===== src/rtl/sq_pkg.sv =====
package sq_pkg;
  localparam int CHW   = 4;
  localparam int NSQ   = 3;
  typedef logic [CHW-1:0] chan_t;
  localparam chan_t CH_ON  = '1;
  localparam chan_t CH_OFF = '0;
endpackage


===== src/rtl/sq_tick.sv =====
module sq_tick #(
  parameter int CW    = 10,
  parameter int V_RES = 480
) (
  input  logic [CW-1:0] sx,
  input  logic [CW-1:0] sy,
  output logic          tick
);
  always_comb tick = (sy == CW'(V_RES)) && (sx == '0);
endmodule


===== src/rtl/sq_axis.sv =====
module sq_axis #(
  parameter int CW    = 10,
  parameter int RES   = 640,
  parameter int SIZE  = 32,
  parameter int STEP  = 4,
  parameter int START = 100,
  parameter bit DIR0  = 1'b0
) (
  input  logic          clk,
  input  logic          rst,
  input  logic          tick,
  output logic [CW-1:0] pos,
  output logic          dir
);
  localparam int FAR_LIM = RES - (SIZE + STEP);
  localparam logic [CW-1:0] FAR_C  = CW'(FAR_LIM);
  localparam logic [CW-1:0] STEP_C = CW'(STEP);

  always_ff @(posedge clk) begin
    if (rst) begin
      pos <= CW'(START);
      dir <= DIR0;
    end else if (tick) begin
      if (pos >= FAR_C) begin
        dir <= 1'b1;
        pos <= pos - STEP_C;
      end else if (pos < STEP_C) begin
        dir <= 1'b0;
        pos <= pos + STEP_C;
      end else if (dir) begin
        pos <= pos - STEP_C;
      end else begin
        pos <= pos + STEP_C;
      end
    end
  end
endmodule


===== src/rtl/sq_cover.sv =====
module sq_cover #(
  parameter int CW   = 10,
  parameter int SIZE = 32
) (
  input  logic [CW-1:0] sx,
  input  logic [CW-1:0] sy,
  input  logic [CW-1:0] qx,
  input  logic [CW-1:0] qy,
  output logic          hit
);
  localparam logic [CW:0] SIZE_C = (CW+1)'(SIZE);
  logic [CW:0] x_end, y_end;
  always_comb begin
    x_end = {1'b0, qx} + SIZE_C;
    y_end = {1'b0, qy} + SIZE_C;
    hit   = (sx >= qx) && ({1'b0, sx} < x_end)
         && (sy >= qy) && ({1'b0, sy} < y_end);
  end
endmodule


===== src/rtl/sq_out.sv =====
module sq_out
  import sq_pkg::*;
(
  input  logic           clk,
  input  logic           rst,
  input  logic           vis,
  input  logic           hs_in,
  input  logic           vs_in,
  input  logic [NSQ-1:0] hit,
  output logic           hs_out,
  output logic           vs_out,
  output chan_t          red,
  output chan_t          green,
  output chan_t          blue
);
  always_ff @(posedge clk) begin
    if (rst) begin
      hs_out <= 1'b1;
      vs_out <= 1'b1;
      red    <= CH_OFF;
      green  <= CH_OFF;
      blue   <= CH_OFF;
    end else begin
      hs_out <= hs_in;
      vs_out <= vs_in;
      red    <= (vis && hit[0]) ? CH_ON : CH_OFF;
      green  <= (vis && hit[1]) ? CH_ON : CH_OFF;
      blue   <= (vis && hit[2]) ? CH_ON : CH_OFF;
    end
  end
endmodule


===== src/rtl/bounce_squares.sv =====
module bounce_squares
  import sq_pkg::*;
#(
  parameter int          CW    = 10,
  parameter int          H_RES = 640,
  parameter int          V_RES = 480,
  parameter int unsigned SQ_SIZE [NSQ] = '{32, 48, 40},
  parameter int unsigned SQ_SPX  [NSQ] = '{4, 3, 5},
  parameter int unsigned SQ_SPY  [NSQ] = '{2, 5, 3},
  parameter int unsigned SQ_X0   [NSQ] = '{100, 300, 500},
  parameter int unsigned SQ_Y0   [NSQ] = '{80, 200, 350},
  parameter bit          SQ_DX0  [NSQ] = '{1'b0, 1'b1, 1'b0},
  parameter bit          SQ_DY0  [NSQ] = '{1'b0, 1'b0, 1'b1}
) (
  input  logic          clk,
  input  logic          rst,
  input  logic [CW-1:0] sx,
  input  logic [CW-1:0] sy,
  input  logic          vis,
  input  logic          hs_in,
  input  logic          vs_in,
  output logic          hs_out,
  output logic          vs_out,
  output logic [3:0]    red,
  output logic [3:0]    green,
  output logic [3:0]    blue
);
  logic                tick;
  logic [NSQ*CW-1:0]   xpos_flat;
  logic [NSQ*CW-1:0]   ypos_flat;
  logic [NSQ-1:0]      hit;

  sq_tick #(.CW(CW), .V_RES(V_RES)) tick_i (
    .sx(sx), .sy(sy), .tick(tick)
  );

  for (genvar i = 0; i < NSQ; i++) begin : g_sq
    logic [CW-1:0] qx, qy;
    logic          hdir, vdir;

    sq_axis #(
      .CW(CW), .RES(H_RES), .SIZE(int'(SQ_SIZE[i])), .STEP(int'(SQ_SPX[i])),
      .START(int'(SQ_X0[i])), .DIR0(SQ_DX0[i])
    ) hx_i (
      .clk(clk), .rst(rst), .tick(tick), .pos(qx), .dir(hdir)
    );

    sq_axis #(
      .CW(CW), .RES(V_RES), .SIZE(int'(SQ_SIZE[i])), .STEP(int'(SQ_SPY[i])),
      .START(int'(SQ_Y0[i])), .DIR0(SQ_DY0[i])
    ) vy_i (
      .clk(clk), .rst(rst), .tick(tick), .pos(qy), .dir(vdir)
    );

    sq_cover #(.CW(CW), .SIZE(int'(SQ_SIZE[i]))) cov_i (
      .sx(sx), .sy(sy), .qx(qx), .qy(qy), .hit(hit[i])
    );

    assign xpos_flat[i*CW +: CW] = qx;
    assign ypos_flat[i*CW +: CW] = qy;
  end

  sq_out out_i (
    .clk(clk), .rst(rst), .vis(vis), .hs_in(hs_in), .vs_in(vs_in),
    .hit(hit), .hs_out(hs_out), .vs_out(vs_out),
    .red(red), .green(green), .blue(blue)
  );
endmodule


===== config.mk =====
export PLATFORM = sky130hd
export DESIGN_NAME = bounce_squares
export DESIGN_NICKNAME = d
export VERILOG_FILES = /design/src/rtl/sq_pkg.sv /design/src/rtl/sq_tick.sv /design/src/rtl/sq_axis.sv /design/src/rtl/sq_cover.sv /design/src/rtl/sq_out.sv /design/src/rtl/bounce_squares.sv
export SDC_FILE = /design/constraint.sdc
export NUM_CORES = 1
export LEC_CHECK = 0
export BUFFER_PORTS_ARGS = -buffer_cell sky130_fd_sc_hd__buf_2
export CORE_MARGIN = 3
export CORE_UTILIZATION = 45
export DETAILED_ROUTE_END_ITERATION = 12
export PLACE_DENSITY_LB_ADDON = 0.25
export SLEW_MARGIN = 20
export SYNTH_ARGS = -nofsm -noshare
export SYNTH_HDL_FRONTEND = slang
export SYNTH_SLANG_ARGS = --single-unit

===== constraint.sdc =====
create_clock -name clk -period 3.35 [get_ports clk]
set_clock_uncertainty 0.05 [all_clocks]
set_input_delay 0.1675 -clock clk [delete_from_list [all_inputs] [get_ports clk]]
set_output_delay 0.1675 -clock clk [all_outputs]
set_load 0.005 [all_outputs]

==> flow_metrics.tcl, run 1 <==
set metrics [dict create \
    dr.pass1.iters 5 \
    yosys.area.top_type "ha_1" \
    vdd_drop_max_mv 0.257 \
    critPathMaxFanout 8 \
    cts-resized-gates 0 \
    setup.worst_path.start_class "flip-flop" \
    syn-num-nets 1072 \
    combinationalPowerShare_pct 10.4 \
    p_leak_uw 0.00351 \
    ys_types 78 \
    io_buffers 38 \
    antenna_found_initial 0 \
    fp-row-count 45 \
    fin_tns_setup_ns 0 \
    cp.arrival_ns 3.00 \
    clkTransAtPathRegs_ns 0.06 \
    fillers 1504 \
    slew_viol_final 0 \
    ant_nets 0 \
    clk_latency_ns 0.35 \
    yosys-top-cells-area "ha_1 21%, dfxtp_1 19%, o21ai_0 4.9%" \
    syn_area_um2 7250 \
    wl_per_cell_um 16.6 \
    crit_type "flip-flop to flip-flop" \
    grt_pass1_vias 6539 \
    routed_wl_mm 19.2 \
    die_area_um2 17700 \
    clock.fmax_ghz 0.354 \
    clockBufferDepth 2 \
    numClockSinks 68 \
    nets 1088 \
    hold_path.class "primary input to flip-flop" \
    drv_cap 0 \
    synthArstFlopShare_pct 0 \
    drtIter0Drc 428 \
    r2r_slack_ns 0.53 \
    min_delay_path_depth 2 \
    grt_start_max_net_pins 55 \
    p_per_area_nw_per_um2 274 \
    syn_to_final_growth_pct 9.69 \
    syn_area_per_cell_um2 7.84 \
    die_x_um 133 \
    via_per_inst 5.83 \
    coreArea_um2 15500 \
    cp-end-kind "flip-flop" \
    required_ns 3.53 \
    setup_viol 0 \
    r2r_cells 8 \
    status "completed" \
    swShare_pct 25.2 \
    gp_congestion 0.879 \
    pwr-share-seq_pct 37.5 \
    start_util_pct 46.8 \
    synth_top_area_share_pct 21.2 \
    netlist_instances 924 \
    finalCritPeriodShare_pct 84.3 \
    grt_use_total_pct 22.2 \
    ys_seq_elements 68 \
    finalHoldViolations 0 \
    grt_pass1_wl_mm 32.6 \
    layout-drive-gt1-share_pct 10.2 \
    htree_levels 3 \
    power.clock.fraction_pct 52.2 \
    period_needed_ns 2.82 \
    drc 0 \
    die_y_um 133 \
    power.switching_uw 548 \
    cts_made_buffers 9 \
    place_hpwl_mm 14.2 \
    synth_edf_count 0 \
    post_cts_buffers 0 \
    postCtsHoldBufs 2 \
    synth_seq_area_share_pct 18.8 \
    cts_tree "done" \
    ys.flop_type "dfxtp_1" \
    io_pins 39 \
    yosys_warnings 0 \
    final_core_util_pct 51.3 \
    max_slew_margin_pct 52.4 \
    rsz0062_at_grt "false" \
    cts-root-buf "clkbuf_16" \
    internal_power_uw 1630 \
    grt_remaining_overflow 0 \
    worstMarginPinSlew_ns 0.696 \
    num_vias 6743 \
    n_antenna_cell 0 \
]
==> worst max-delay path, cell delays in order (launching register included) <==
cell and delay, ns:
dfxtp_1 0.38, inv_1 0.14, ha_1 0.19, or4b_4 0.48, or4_4 0.44, a31oi_4 0.30, nor2_4 0.12, o31ai_2 0.25
mux2_1 0.35
==> final cells by class <==
class / count / area (um^2) / area share [%]
Multi-Input combinational cell: 731 / 5380 / 67.7
Sequential cell: 68 / 1360 / 17.1
Timing Repair Buffer: 53 / 308 / 3.87
Inverter: 77 / 289 / 3.64
Tap cell: 211 / 264 / 3.32
Clock buffer: 10 / 229 / 2.88
Clock inverter: 6 / 113 / 1.42
==> Yosys cell counts (7+ instances only) <==
| cell | instances |
|---|---|
| a2111oi_0 | 9 |
| a21o_1 | 7 |
| a21oi_1 | 56 |
| and3_1 | 12 |
| buf_4 | 9 |
| clkbuf_1 | 34 |
| dfxtp_1 | 68 |
| ha_1 | 123 |
| inv_1 | 77 |
| mux2i_1 | 21 |
| nand2_1 | 42 |
| nand3_1 | 35 |
| nand4_1 | 14 |
| nor2_1 | 78 |
| nor2b_1 | 13 |
| nor3_1 | 27 |
| nor4_1 | 15 |
| o211ai_1 | 8 |
| o21a_1 | 15 |
| o21ai_0 | 71 |
| o31ai_1 | 7 |
| or3_1 | 15 |
| xnor2_1 | 38 |
| xor2_1 | 7 |
==> layout by cell type (no fill, tap or decap), types with 6 or more instances in the layout <==
cell and instances:
or3_1 15, mux2i_1 21, nand2_1 42, a2111oi_0 9, nor4_1 15, o211ai_1 8, xnor2_1 38, inv_1 77
a31oi_1 6, o31ai_1 7, o21a_1 15, nand2b_1 6, nor2b_1 13, xor2_1 7, nand4_1 14, buf_4 13
o21ai_0 71, nand3_1 35, ha_1 123, a21o_1 7, a21oi_1 56, clkbuf_16 9, or2_2 6, nor2_1 77
dfxtp_1 68, nor3_1 27, buf_2 38, and3_1 12, mux2_2 6
==> layer usage <==
metal	vias to the layer above	global-route usage, %	part of all wire [%]
met1	3146	29.1	47
met4	0	7.39	2.5
met5	-	0	0
met2	164	37.0	46
li1	3408	-	-
met3	25	4.03	4.7
==> power by group through the flow <==
| stage | clock network (uW) | registers (uW) | logic (uW) |
|---|---|---|---|
| finish | 1140 | 816 | 226 |
| global route | 1190 | 817 | 259 |
| CTS | 1160 | 816 | 225 |
| detailed placement | 0 | 834 | 221 |
| global placement | 0 | 834 | 219 |
| floorplan | 0 | 834 | 139 |
==> final timing paths <==
path / startpoint / endpoint
setup / recovery: g_sq[1].hx_i.pos[4]$_SDFFE_PP0P_ / g_sq[1].hx_i.pos[7]$_SDFFE_PP0P_
hold reg to reg: g_sq[0].hx_i.pos[3]$_SDFFE_PP0P_ / g_sq[0].hx_i.pos[3]$_SDFFE_PP0P_
setup reg to reg: g_sq[1].hx_i.pos[4]$_SDFFE_PP0P_ / g_sq[1].hx_i.pos[7]$_SDFFE_PP0P_
hold / removal: rst / g_sq[1].hx_i.pos[0]$_SDFFE_PP0P_
==> sequential cells by signal (all words and copies together), names as in the netlist <==
signal and cells:
g_sq.hx_i.dir 3, g_sq.hx_i.pos 28, g_sq.vy_i.dir 3, g_sq.vy_i.pos 29, out_i.blue 1, out_i.green 1, out_i.hs_out 1, out_i.red 1
out_i.vs_out 1
==> through the flow <==
step	cell area (um^2)	hold slack, ns	cells	power, uW	worst slack [ns]
after floorplan	7250	0.221	924	973	0.649
after global placement	7590	0.301	1138	1050	0.638
after detailed placement	7590	0.304	1138	1060	0.560
after CTS	7950	0.133	1156	2200	0.537
after global routing	7950	0.146	1156	2270	0.433
final	7950	0.141	1156	2180	0.527
==> cells by family after synthesis <==
kind of cell | Yosys count | synth area share (%)
buf+inv | 125 | 7.01
compound gates | 239 | 22.0
mux | 29 | 4.20
fa+ha+maj | 123 | 21.2
xor+xnor | 45 | 5.44
simple gates | 295 | 21.3
flops | 68 | 18.8
(Power assumes the default switching activity.)
==> inputs of run 2 (changes only) <==
--- a/config.mk
+++ b/config.mk
@@ -5,6 +5,7 @@
 export SDC_FILE = /design/constraint.sdc
 export NUM_CORES = 1
 export LEC_CHECK = 0
+export ABC_AREA = 1
 export BUFFER_PORTS_ARGS = -buffer_cell sky130_fd_sc_hd__buf_2
 export CORE_MARGIN = 3
 export CORE_UTILIZATION = 45
==> constraint.sdc (replaced) <==
create_clock -name clk -period 2.75 [get_ports clk]
set_clock_uncertainty 0.05 [all_clocks]
set_input_delay 0.1375 -clock clk [delete_from_list [all_inputs] [get_ports clk]]
set_output_delay 0.1375 -clock clk [all_outputs]
set_load 0.005 [all_outputs]
==> run 2 against run 1 <==
Synthesized cell count grew 45%. First-iteration DRC count grew 11%. Largest cell class unchanged. Highest routed layer unchanged. Core utilization shrank 1.4 points. Final cell count grew 38%. Global-route usage grew 0.55 points. Critical path type unchanged. Power grew 14%.
==> flow_metrics.tcl, run 2 <==
set metrics [dict create \
    status "completed" \
    syn-num-nets 1492 \
    vdd_drop_max_mv 0.281 \
    cp.depth 11 \
    rsz0062_at_grt "false" \
    n_antenna_cell 0 \
    ant_nets 0 \
    cp_slowest_cell "dfxtp_1" \
    final_cell_mix "342 x nand2_1, 123 x ha_1, 121 x inv_1, 118 x nor2_1, 115 x nand3_1" \
    layout-drive-gt1-share_pct 11.7 \
    setup_viol 0 \
    synth_most_common_cell "nand2_1" \
    num_vias 8531 \
    finalCritPeriodShare_pct 85.1 \
    period_needed_ns 2.34 \
    grt_start_max_net_pins 43 \
    antenna_found_initial 0 \
    ys_types 45 \
    netlist_instances 1344 \
    numClockSinks 68 \
    clk_latency_ns 0.36 \
    coreArea_um2 18400 \
    cts_made_buffers 9 \
    synthArstFlopShare_pct 0 \
    synth-xor-area-share_pct 6.90 \
    syn_to_final_growth_pct 6.50 \
    critPathMaxFanout 7 \
    grt_pass1_vias 7833 \
    path_delay_family "adder cells" \
    drv_cap 0 \
    yosys_warnings 0 \
    r2r_cells 11 \
    cts-root-buf "clkbuf_16" \
    crit_type "flip-flop to flip-flop" \
    place_hpwl_mm 17.5 \
    ys.flop_type "dfxtp_1" \
    via_per_inst 5.36 \
    largest-register "g_sq.vy_i.pos" \
    clockBufferDepth 2 \
    synth-compound-area-share_pct 13.7 \
    max_slew_margin_pct 33.5 \
    syn_area_um2 8620 \
    die_x_um 144 \
    htree_levels 3 \
    synthSimpleGateAreaFrac_pct 35.7 \
    fin_tns_setup_ns 0 \
    synth_seq_area_share_pct 15.8 \
    cp-end-kind "flip-flop" \
    cts_tree "done" \
    drtIter0Drc 474 \
    min_delay_path_depth 2 \
    grt_use_total_pct 22.8 \
    grt_pass1_wl_mm 38.6 \
    synth_top_family_by_area "simple AND/OR/NAND/NOR gates" \
    dr.pass1.iters 5 \
    nets 1505 \
    fillers 1916 \
    slew_viol_final 0 \
    yosys-top-cells-area "ha_1 18%, dfxtp_1 16%, nand2_1 15%" \
    slowest_delay_ns 0.47 \
    ys_seq_elements 68 \
    routed_wl_mm 23.1 \
    clock.fmax_ghz 0.427 \
    largest_registers "g_sq.vy_i.pos x29, g_sq.hx_i.pos x28" \
    fp-row-count 49 \
    hold_path.class "primary input to flip-flop" \
    start_util_pct 46.9 \
    path_buf_inv 2 \
    crit_chain "inv_1 > ha_1 > inv_1 > nand2_1 > o21ai_0 > ha_1 > a21oi_1 > o21ai_0 > a21oi_1 > nand3_1 > nor2_1" \
    io_pins 39 \
    required_ns 3.00 \
    p_per_area_nw_per_um2 270 \
    wl_per_cell_um 14.5 \
    p_leak_uw 0.00436 \
    die_y_um 144 \
    yosys.area.top_type "ha_1" \
    setup.worst_path.start_class "flip-flop" \
    finalNonFillerCells 1591 \
    grt_remaining_overflow 0 \
    syn_area_per_cell_um2 6.41 \
    synth_top_area_share_pct 17.9 \
    drc 0 \
    synthAdderAreaFrac_pct 17.9 \
    ys_top_cells_by_count "342 x nand2_1, 123 x ha_1, 121 x inv_1" \
    gp_congestion 0.904 \
    largest_reg_flops 29 \
    muxShareOfSynthArea_pct 0 \
    final_common_cell "nand2_1" \
    worstMarginPinSlew_ns 0.996 \
    io_buffers 38 \
    clkTransAtPathRegs_ns 0.06 \
    dp_cells 1573 \
    cp.arrival_ns 2.59 \
    finalHoldViolations 0 \
    synth_edf_count 0 \
    die_area_um2 20800 \
]
## run 2: kinds of logic (layout without fill, tap and decap cells)
family                   Yosys count  after routing
adder cells (fa/ha/maj)          123            123
AO/OA/AOI/OAI                    206            206
AND/OR/NAND/NOR                  682            682
XOR/XNOR                          67             67
flip-flops                        68             68
buffers and inverters            198            216
## run 2: per-stage QoR
step	hold WS (ns)	utilization (%)	total power [uW]	instance area, um^2	worst slack, ns
after global placement	0.271	48.2	1280	8870	0.550
after CTS	0.0425	49.9	2500	9180	0.427
after floorplan	0.191	-	1180	8620	0.686
final	0.0442	49.9	2480	9180	0.409
after global routing	0.0590	49.9	2580	9180	0.146
after detailed placement	0.272	48.2	1280	8870	0.449
## run 2: where the power goes
group / total, uW / internal (uW) / leakage [uW] / switching (uW)
Combinational: 277 / 101 / 0.00367 / 176
Clock: 1210 / 698 / 0.000137 / 513
Sequential: 988 / 987 / 0.000549 / 1.12
Total: 2480 / 1790 / 0.00436 / 690
## run 2: final timing paths
check                                    from                          endpoint  slack (ns)
min                                       rst  g_sq[1].hx_i.pos[4]$_SDFFE_PP0P_        0.04
max          g_sq[1].vy_i.pos[4]$_SDFFE_PP0P_         out_i.green[2]$_SDFF_PP0_        0.41
min reg2reg     g_sq[0].hx_i.dir$_SDFFE_PP0P_     g_sq[0].hx_i.dir$_SDFFE_PP0P_        0.44
max reg2reg  g_sq[1].vy_i.pos[4]$_SDFFE_PP0P_         out_i.green[2]$_SDFF_PP0_        0.41
## run 2: area by class of cell
type | instances | area [um^2] | share of cell area, %
Clock inverter | 7 | 67.6 | 0.736
Inverter | 153 | 582 | 6.34
Tap cell | 229 | 287 | 3.12
Timing Repair Buffer | 47 | 263 | 2.86
Clock buffer | 9 | 225 | 2.45
Sequential cell | 68 | 1360 | 14.8
Multi-Input combinational cell | 1078 | 6390 | 69.7
## run 2: timing repair
action,4_1_cts,5_1_grt
hold buffers,2,0
endpoints found under the hold margin,2,0
resized for setup,0,0
setup buffers,0,0
## run 2: layer usage
layer	part of all wire [%]	GRT usage [%]	vias up	routed length [um]
li1	-	-	4447	-
met1	48	30.1	3880	11200
met2	46	38.6	173	10700
met3	3.3	3.44	31	753
met4	2.0	6.33	0	472
met5	0	0	-	0
==> inputs of run 3 (changes only) <==
--- a/config.mk
+++ b/config.mk
@@ -7,6 +7,7 @@
 export LEC_CHECK = 0
 export ABC_AREA = 1
 export BUFFER_PORTS_ARGS = -buffer_cell sky130_fd_sc_hd__buf_2
+export CORE_ASPECT_RATIO = 0.9
 export CORE_MARGIN = 3
 export CORE_UTILIZATION = 45
 export DETAILED_ROUTE_END_ITERATION = 12
==> run 3 against run 2 <==
Combinational power grew 2%. Hold slack gained 0.15 ns. Clock power about the same. Critical path depth grew 1. Global-route usage decreased by 0.72 points. Power increased by 0.77%. Maximum frequency increased by 0.60%. Flip-flop and latch count unchanged. Sequential share of layout area fell by 0.092 points. Final cell count grew 1.1%.
==> flow_metrics.tcl, run 3 (same netlist as run 2, synthesis figures left out) <==
set metrics [dict create \
    via_per_inst 5.28 \
    crit_type "flip-flop to flip-flop" \
    setup.worst_path.start_class "flip-flop" \
    clockBufferDepth 2 \
    period_needed_ns 2.33 \
    grt_pass1_vias 7689 \
    cts_made_buffers 9 \
    status "completed" \
    worstMarginPinSlew_ns 0.956 \
    cp-end-kind "flip-flop" \
    ant_nets 0 \
    grt_pass1_wl_mm 38.2 \
    start_util_pct 46.4 \
    largest_registers "g_sq.vy_i.pos x29, g_sq.hx_i.pos x28" \
    dr.pass1.iters 4 \
    n_antenna_cell 0 \
    grt_use_total_pct 22.1 \
    die_area_um2 20900 \
    multi_input_area_um2 6390 \
    slew_viol_final 0 \
    largest_reg_flops 29 \
    fillers 1929 \
    clkTransAtPathRegs_ns 0.06 \
    clock.fmax_ghz 0.430 \
    drv_cap 0 \
    die_x_um 152 \
    required_ns 2.98 \
    coreArea_um2 18600 \
    place_hpwl_mm 17.7 \
    post_cts_buffers 0 \
    fp-row-count 47 \
    wl_per_cell_um 14.5 \
    whs_ns 0.189 \
    critPathMaxFanout 7 \
    numClockSinks 68 \
    final_cell_mix "342 x nand2_1, 123 x ha_1, 121 x inv_1, 118 x nor2_1, 115 x nand3_1" \
    layout-drive-gt1-share_pct 11.9 \
    rsz0062_at_grt "false" \
    htree_levels 3 \
    seqCellArea_um2 1360 \
    io_pins 39 \
    syn_to_final_growth_pct 7.17 \
    cp.arrival_ns 2.56 \
    p_leak_uw 0.00438 \
    num_vias 8497 \
    die_y_um 137 \
    cts_tree "done" \
    nets 1507 \
    largest-register "g_sq.vy_i.pos" \
    max_slew_margin_pct 36.2 \
    drtIter0Drc 500 \
    clk_latency_ns 0.34 \
    routed_wl_mm 23.3 \
    vdd_drop_max_mv 0.242 \
    drc 0 \
    setup_viol 0 \
    final_common_cell "nand2_1" \
    grt_start_max_net_pins 46 \
    io_buffers 38 \
    hold_path.class "primary input to flip-flop" \
    finalCritPeriodShare_pct 84.6 \
    fin_tns_setup_ns 0 \
    antenna_found_initial 0 \
    p_per_area_nw_per_um2 270 \
    finalHoldViolations 0 \
    gp_congestion 0.932 \
    grt_remaining_overflow 0 \
    cts-root-buf "clkbuf_16" \
]
==> run 3: changes by cell type in the layout (fill, tap and decap cells not counted) <==
cell	delta
clkinvlp_4	-1
buf_4	+1
clkbuf_8	+1
clkinv_4	+1
buf_12	+1
clkinv_2	-1
==> run 3: cell type report <==
class / count / area share, %
Multi-Input combinational cell: 1078 / 69.2
Sequential cell: 68 / 14.7
Inverter: 153 / 6.30
Tap cell: 245 / 3.32
Timing Repair Buffer: 49 / 3.14
Clock buffer: 10 / 2.59
Clock inverter: 6 / 0.691
==> run 3: per-layer routing <==
metal	GRT usage (%)	wire (um)
met1	30.2	11600
met2	37.5	10700
met3	2.73	724
met4	5.09	397
met5	0	0
==> run 3: power breakdown <==
| group | switching (uW) | leakage (uW) | internal, uW | total, uW |
|---|---|---|---|---|
| Combinational | 180 | 0.00369 | 103 | 283 |
| Clock | 497 | 0.000144 | 726 | 1220 |
| Sequential | 1.15 | 0.000549 | 987 | 988 |
==> run 3: stage by stage <==
step | total power [uW] | cell area [um^2] | setup WS [ns] | utilization (%) | std cells
6_report | 2490 | 9240 | 0.423 | 49.7 | 1609
5_1_grt | 2590 | 9240 | 0.136 | 49.7 | 1609
4_1_cts | 2530 | 9240 | 0.435 | 49.7 | 1609
3_5_place_dp | 1290 | 8910 | 0.463 | 48.0 | 1591
3_3_place_gp | 1290 | 8910 | 0.542 | 48.0 | 1591
2_1_floorplan | 1180 | 8620 | 0.686 | - | 1344
==> run 3: path summary, 6_finish.rpt <==
kind                               startpoint                             to  slack (ns)  cells past startpoint
min reg2reg     g_sq[0].hx_i.dir$_SDFFE_PP0P_  g_sq[0].hx_i.dir$_SDFFE_PP0P_        0.45                      2
min                                       vis      out_i.green[2]$_SDFF_PP0_        0.19                      5
max reg2reg  g_sq[1].hx_i.pos[4]$_SDFFE_PP0P_      out_i.green[2]$_SDFF_PP0_        0.42                     12
max          g_sq[1].hx_i.pos[4]$_SDFFE_PP0P_      out_i.green[2]$_SDFF_PP0_        0.42                     12
==> run 3: what timing repair did <==
item | in CTS | in global routing
endpoints found under the hold margin | 2 | 0
hold buffers | 2 | 0
resized for setup | 0 | 0
==> run 3: worst max-delay path, cell delays in order, from the launching register on <==
cell and delay [ns]:
dfxtp_1 0.43, inv_1 0.17, ha_1 0.29, nor2_1 0.20, inv_1 0.08, o21ai_0 0.13
o21ai_0 0.10, ha_1 0.30, a21oi_1 0.14, o21ai_0 0.10, nor2_1 0.10, nand4_1 0.08
nor2_1 0.09
